### config.mk
export PLATFORM = sky130hd
export DESIGN_NAME = can_fault_flags
export DESIGN_NICKNAME = d
export VERILOG_FILES = /design/src/rtl/canff_pkg.sv /design/src/rtl/canff_sync.sv /design/src/rtl/canff_dom_timer.sv /design/src/rtl/canff_qual_ctr.sv /design/src/rtl/canff_flag_regs.sv /design/src/rtl/can_fault_flags.sv
export SDC_FILE = /design/constraint.sdc
export NUM_CORES = 1
export LEC_CHECK = 0
export BUFFER_PORTS_ARGS = -buffer_cell sky130_fd_sc_hd__buf_4
export CAP_MARGIN = 25
export CORE_UTILIZATION = 48
export CTS_BUF_LIST = sky130_fd_sc_hd__clkbuf_4 sky130_fd_sc_hd__clkbuf_8
export DETAILED_ROUTE_END_ITERATION = 12
export PLACE_DENSITY = 0.78
export SLEW_MARGIN = 30
export SYNTH_ARGS = -nofsm -noshare
export SYNTH_HDL_FRONTEND = slang
export SYNTH_SLANG_ARGS = --single-unit
### constraint.sdc
create_clock -name clk -period 4.7 [get_ports clk]
set_input_delay 0.94 -clock clk [delete_from_list [all_inputs] [get_ports clk]]
set_output_delay 0.94 -clock clk [all_outputs]
set_load 0.005 [all_outputs]
### src/rtl/canff_pkg.sv
package canff_pkg;
  localparam int NUM_CLASS = 7;
  localparam int REG_W     = 8;
  localparam logic [7:0] ADDR_STATUS = 8'h54;
  localparam logic [7:0] ADDR_ENABLE = 8'h59;
  localparam logic [NUM_CLASS-1:0] ENABLE_RST = 7'h7F;

  typedef enum logic [2:0] {
    CLS_BATT_SHORT = 3'd0,
    CLS_GND_SHORT  = 3'd1,
    CLS_BUS_OPEN   = 3'd2,
    CLS_L_GND      = 3'd3,
    CLS_H_BATT     = 3'd4,
    CLS_H_TO_L     = 3'd5,
    CLS_HALF_TERM  = 3'd6
  } fault_class_e;
endpackage

### src/rtl/canff_sync.sv
module canff_sync #(
  parameter int W = 1
) (
  input  logic         clk,
  input  logic         rst_n,
  input  logic [W-1:0] d,
  output logic [W-1:0] q
);
  logic [W-1:0] meta;
  always_ff @(posedge clk or negedge rst_n) begin
    if (!rst_n) begin
      meta <= '0;
      q    <= '0;
    end else begin
      meta <= d;
      q    <= meta;
    end
  end
endmodule

### src/rtl/canff_dom_timer.sv
module canff_dom_timer #(
  parameter int MIN_CLKS = 500
) (
  input  logic clk,
  input  logic rst_n,
  input  logic dom_s,
  output logic qual_edge,
  output logic short_edge
);
  localparam int CW = $clog2(MIN_CLKS + 1);
  localparam logic [CW-1:0] SAT = CW'(MIN_CLKS);

  logic [CW-1:0] len_q;
  logic          dom_q;
  logic          fall;

  always_ff @(posedge clk or negedge rst_n) begin
    if (!rst_n) begin
      len_q <= '0;
      dom_q <= 1'b0;
    end else begin
      dom_q <= dom_s;
      if (!dom_s)          len_q <= '0;
      else if (len_q != SAT) len_q <= len_q + 1'b1;
    end
  end

  assign fall       = dom_q & ~dom_s;
  assign qual_edge  = fall & (len_q == SAT);
  assign short_edge = fall & (len_q != SAT);
endmodule

### src/rtl/canff_qual_ctr.sv
module canff_qual_ctr #(
  parameter int EDGES = 4
) (
  input  logic clk,
  input  logic rst_n,
  input  logic raw_s,
  input  logic qual_edge,
  input  logic short_edge,
  output logic set_o
);
  localparam int CW = (EDGES > 1) ? $clog2(EDGES) : 1;
  localparam logic [CW-1:0] LAST = CW'(EDGES - 1);

  logic [CW-1:0] cnt;

  assign set_o = raw_s & qual_edge & (cnt == LAST);

  always_ff @(posedge clk or negedge rst_n) begin
    if (!rst_n)                    cnt <= '0;
    else if (!raw_s || short_edge) cnt <= '0;
    else if (set_o)                cnt <= '0;
    else if (qual_edge)            cnt <= cnt + 1'b1;
  end

  // a dropped raw indication empties the count
  a_r3_drop_clears: assert property (@(posedge clk) disable iff (!rst_n)
    !raw_s |=> (cnt == '0));
  // a short dominant phase empties the count
  a_r2_short_clears: assert property (@(posedge clk) disable iff (!rst_n)
    short_edge |=> (cnt == '0));
  // after recording, counting restarts from zero
  a_r1_restart: assert property (@(posedge clk) disable iff (!rst_n)
    set_o |=> (cnt == '0));
endmodule

### src/rtl/canff_flag_regs.sv
module canff_flag_regs
  import canff_pkg::*;
(
  input  logic                 clk,
  input  logic                 rst_n,
  input  logic [NUM_CLASS-1:0] set_i,
  input  logic [7:0]           reg_addr,
  input  logic                 reg_wr,
  input  logic [REG_W-1:0]     reg_wdata,
  input  logic                 reg_rd,
  output logic [REG_W-1:0]     reg_rdata,
  output logic                 irq
);
  logic [NUM_CLASS-1:0] status;
  logic [NUM_CLASS-1:0] enable;
  logic                 wr_st, wr_en;
  logic [NUM_CLASS-1:0] clr_mask;

  assign wr_st    = reg_wr && (reg_addr == ADDR_STATUS);
  assign wr_en    = reg_wr && (reg_addr == ADDR_ENABLE);
  assign clr_mask = wr_st ? reg_wdata[NUM_CLASS-1:0] : '0;

  always_ff @(posedge clk or negedge rst_n) begin
    if (!rst_n) begin
      status <= '0;
      enable <= ENABLE_RST;
    end else begin
      status <= (status & ~clr_mask) | set_i;
      if (wr_en) enable <= reg_wdata[NUM_CLASS-1:0];
    end
  end

  always_ff @(posedge clk or negedge rst_n) begin
    if (!rst_n) reg_rdata <= '0;
    else if (reg_rd) begin
      unique case (reg_addr)
        ADDR_STATUS: reg_rdata <= {1'b0, status};
        ADDR_ENABLE: reg_rdata <= {1'b0, enable};
        default:     reg_rdata <= '0;
      endcase
    end
  end

  assign irq = |(status & enable);

  // bits written with one and not being set are gone next cycle
  a_r5_w1c: assert property (@(posedge clk) disable iff (!rst_n)
    wr_st |=> ((status & $past(reg_wdata[NUM_CLASS-1:0] & ~set_i)) == '0));
  // a recorded fault always lands, even under a clear
  a_r6_set_wins: assert property (@(posedge clk) disable iff (!rst_n)
    (set_i != '0) |=> ((status & $past(set_i)) == $past(set_i)));
  // without a status write no bit falls
  a_r5_sticky: assert property (@(posedge clk) disable iff (!rst_n)
    !wr_st |=> ((status & $past(status)) == $past(status)));
  // the interrupt only drops through a register write
  a_r8_irq_hold: assert property (@(posedge clk) disable iff (!rst_n)
    (irq && !reg_wr) |=> irq);
endmodule

### src/rtl/can_fault_flags.sv
module can_fault_flags
  import canff_pkg::*;
#(
  parameter int CLKS_PER_US = 250,
  parameter int MIN_US      = 2,
  parameter int EDGES       = 4
) (
  input  logic                 clk,
  input  logic                 rst_n,
  input  logic [NUM_CLASS-1:0] fault_raw,
  input  logic                 bus_dom,
  input  logic [7:0]           reg_addr,
  input  logic                 reg_wr,
  input  logic [REG_W-1:0]     reg_wdata,
  input  logic                 reg_rd,
  output logic [REG_W-1:0]     reg_rdata,
  output logic                 irq
);
  localparam int MIN_CLKS = MIN_US * CLKS_PER_US;

  logic [NUM_CLASS:0]   sync_out;
  logic [NUM_CLASS-1:0] raw_s;
  logic                 dom_s;
  logic                 qual_edge, short_edge;
  logic [NUM_CLASS-1:0] set_v;

  canff_sync #(.W(NUM_CLASS + 1)) u_sync (
    .clk(clk), .rst_n(rst_n), .d({bus_dom, fault_raw}), .q(sync_out));

  assign raw_s = sync_out[NUM_CLASS-1:0];
  assign dom_s = sync_out[NUM_CLASS];

  canff_dom_timer #(.MIN_CLKS(MIN_CLKS)) u_timer (
    .clk(clk), .rst_n(rst_n), .dom_s(dom_s),
    .qual_edge(qual_edge), .short_edge(short_edge));

  for (genvar i = 0; i < NUM_CLASS; i++) begin : g_cls
    canff_qual_ctr #(.EDGES(EDGES)) u_ctr (
      .clk(clk), .rst_n(rst_n), .raw_s(raw_s[i]),
      .qual_edge(qual_edge), .short_edge(short_edge), .set_o(set_v[i]));
  end

  canff_flag_regs u_regs (
    .clk(clk), .rst_n(rst_n), .set_i(set_v),
    .reg_addr(reg_addr), .reg_wr(reg_wr), .reg_wdata(reg_wdata),
    .reg_rd(reg_rd), .reg_rdata(reg_rdata), .irq(irq));

  // a transition is either long or short, never both
  a_r2_edge_kind: assert property (@(posedge clk) disable iff (!rst_n)
    $countones({qual_edge, short_edge}) <= 1);
endmodule

==> results.py <==
metrics = {
    "outcome": {
        "status": "finished, final reports clean",
    },
    "pwr": {
        "p_leak_nw": 1.395,
        "cellPowerDensity_nw_per_um2": 353.8,
        "irDropWorstVdd_mv": 0.2438,
    },
    "clock_network": {
        "clock_latency_ns": 0.33,
        "path_clk_slew_ns": 0.07,
        "cts_sinks": 61,
        "numCtsBuffers": 9,
        "cts_root_buffer": "clkbuf_8",
        "max-clock-path-buffers": 2,
        "htreeDepth": 3,
        "cts_tree": "done",
        "cts-resized-gates": 0,
        "ctsHoldBuffers": 0,
        "postCtsSetupBuffers": 0,
    },
    "die": {
        "die_w_um": 76.59,
        "dieArea_um2": 5865,
        "row_count": 26,
        "die_height_um": 76.59,
        "core_um2": 5238,
        "start_util_pct": 50.98,
        "io_pins": 37,
    },
    "grt": {
        "grt_max_degree": 62,
        "grt_pass1_vias": 1737,
        "grt_overflow": 0,
        "antenna_found_initial": 0,
        "grt_pass1_wl_um": 8107,
        "grt_usage_pct": 18.03,
    },
    "layout": {
        "area_growth_pct": 20.01,
        "n_antenna_cell": 0,
        "drive_gt1_share_pct": 27.20,
        "fin_cells": 331,
        "layout.nets": 293,
    },
    "setup_path": {
        "start_kind": "register",
        "crit_path_max_fanout": 3,
        "cp.arrival_ns": 1.39,
        "cp-end-kind": "output port",
        "critPathKind": "register to output port",
        "startpoint": "u_regs.status[3]",
        "r2r-start": "u_timer.len_q[0]",
        "required_ns": 3.76,
    },
    "synth": {
        "postSynthAreaPerCell_um2": 12.14,
        "synth_edf_count": 0,
        "netlist_area_um2": 2670,
        "ys_seq_elements": 61,
        "post-synth-top-area-cell": "dfrtp_1",
        "yosysTopAreaCellShare_pct": 50.61,
        "ys_types": 38,
        "postSynthCellCount": 220,
        "yosysSeqAreaShare_pct": 57.50,
        "syn_nets": 257,
        "synth_top_cells_by_area": "dfrtp_1 51%, dfstp_2 6.9%, nand4_1 5.4%, ha_1 4.2%, a21boi_0 3.9%",
        "yosysWarningCount": 0,
        "async_flop_share_pct": 100.0,
        "yosys_most_used_dff": "dfrtp_1",
    },
    "timing": {
        "tightest_slew_ns": 0.9704,
        "setup_viol": 0,
        "skew_ns": 0.01028,
        "drv_slew": 0,
        "hold_violations": 0,
        "max-slew-margin-rel_pct": 35.18,
        "finalWorstSetupSlack_ns": 2.367,
        "rsz0062_at_grt": "no",
        "finalCritPeriodShare_pct": 49.64,
        "finalSetupTns_ns": 0,
        "fmax_mhz": 428.6,
        "period_needed_ns": 2.333,
    },
    "route": {
        "wirelength_um": 4878,
        "drcViolationCount": 0,
        "drtIter0Drc": 119,
        "routedWlPerCell_um": 14.74,
        "ant_nets": 0,
        "firstDrtPassIters": 4,
        "num_vias": 1858,
        "via_per_inst": 5.613,
    },
    "job": {
        "drv_cap": 0,
    },
    "place": {
        "pre_cts_slack_ns": 2.386,
        "dpl.cell_count": 315,
        "gp_congestion": 0.8057,
        "hpwlAfterDp_um": 3450,
        "io_buffer_count": 34,
    },
    "min_path": {
        "worstHoldStart": "u_sync.meta[4]",
        "hp-class": "register to register",
    },
}
-- sequential cells by signal (all words and copies together), names as in the netlist --
register and flops:
u_regs.status 7, u_timer.len_q 9, u_sync.meta 8, u_regs.enable 7, u_regs.reg_rdata 7, g_cls.u_ctr.cnt 14
u_sync.q 8, u_timer.dom_q 1
-- through the flow --
step / hold slack, ns / area (um2) / util [%] / power (mW)
5_1_grt: 0.3631 / 3204 / 61.18 / 1.173
3_3_place_gp: 0.3316 / 2970 / 56.71 / 0.6099
3_5_place_dp: 0.3347 / 2970 / 56.71 / 0.6124
4_1_cts: 0.3448 / 3204 / 61.18 / 1.146
6_report: 0.3431 / 3204 / 61.18 / 1.134
2_1_floorplan: 0.3312 / 2670 / - / 0.5755
-- Yosys cell counts, types with 4 or more instances --
cell      instances
nand3_1           5
nor2_1            8
mux2_2            7
a221o_1           7
dfstp_2           7
dfrtp_1          54
o21ai_0           6
clkbuf_1          4
a21oi_1           7
ha_1              9
nor2b_1           9
a21boi_0         14
or3_1             4
nand4_1          23
nand2_1          17
a32o_1            7
buf_2             4
inv_1             6
-- placed cells by master, fill, tap and decap left out, drive strengths merged, types with 2 or more instances in the layout --
| cell | instances |
|---|---|
| nor2b | 9 |
| a32o | 7 |
| clkbuf | 13 |
| a21boi | 14 |
| a221o | 7 |
| nor3 | 3 |
| a21oi | 7 |
| ha | 9 |
| buf | 34 |
| nand4 | 23 |
| bufinv | 2 |
| a22oi | 2 |
| or3 | 4 |
| dfrtp | 54 |
| nand3 | 5 |
| nor2 | 8 |
| nor4 | 2 |
| dfstp | 7 |
| mux2 | 7 |
| o21ai | 6 |
| nand2 | 17 |
| inv | 6 |
-- kinds of logic (layout without fill, tap and decap cells) --
| group | count (synthesis) | count (layout) | share of synthesized area, % |
|---|---|---|---|
| AOI/OAI and AO/OA | 46 | 46 | 13.12 |
| xor gates and xnor gates | 1 | 1 | 0.3281 |
| adders and majority gates | 9 | 9 | 4.218 |
| buffers and inverters | 15 | 56 | 2.437 |
| DFF | 61 | 61 | 57.50 |
| muxes | 7 | 7 | 2.952 |
| other | 1 | 1 | 0.1404 |
| and+or+nand+nor | 80 | 80 | 19.31 |
-- layout make-up --
cell class,count,area [um2]
clock inverters,3,67.56
fillers,432,2033
clock buffers,13,166.4
repair buffers,34,255.2
flip-flops and latches,61,1535
multi-input cells,144,1070
inverters,6,22.52
well taps,70,87.58
-- worst max-delay path: stages, from the launching register on --
cell and delay, ns:
dfrtp_1 0.40, a222oi_1 0.37, nand3_1 0.13, buf_4 0.16
-- path summary, 6_finish.rpt --
path	depth (start not counted)	slack (ns)	to
hold / removal	0	0.34	u_sync.q[4]
hold reg to reg	0	0.34	u_sync.q[4]
max in group asynchronous	1	3.55	u_sync.q[0]
setup reg to reg	5	2.91	g_cls[6].u_ctr.cnt[0]
min in group asynchronous	1	0.67	u_regs.reg_rdata[2]
setup / recovery	3	2.37	irq
-- routing by layer --
layer,track usage (%),up-vias,share of wire [%]
li1,-,896,-
met1,23.30,896,48
met2,28.92,59,46
met3,4.192,7,5.2
met4,8.077,0,0.98
met5,0,-,0
-- power breakdown --
group | leakage, nW | total [mW] | internal, mW | switching (mW)
clock network | 0.117 | 0.532 | 0.340 | 0.192
logic | 0.493 | 0.0520 | 0.0233 | 0.0287
registers | 0.785 | 0.550 | 0.540 | 0.00985
total | 1.39 | 1.13 | 0.903 | 0.231
(Power assumes the default switching activity.)
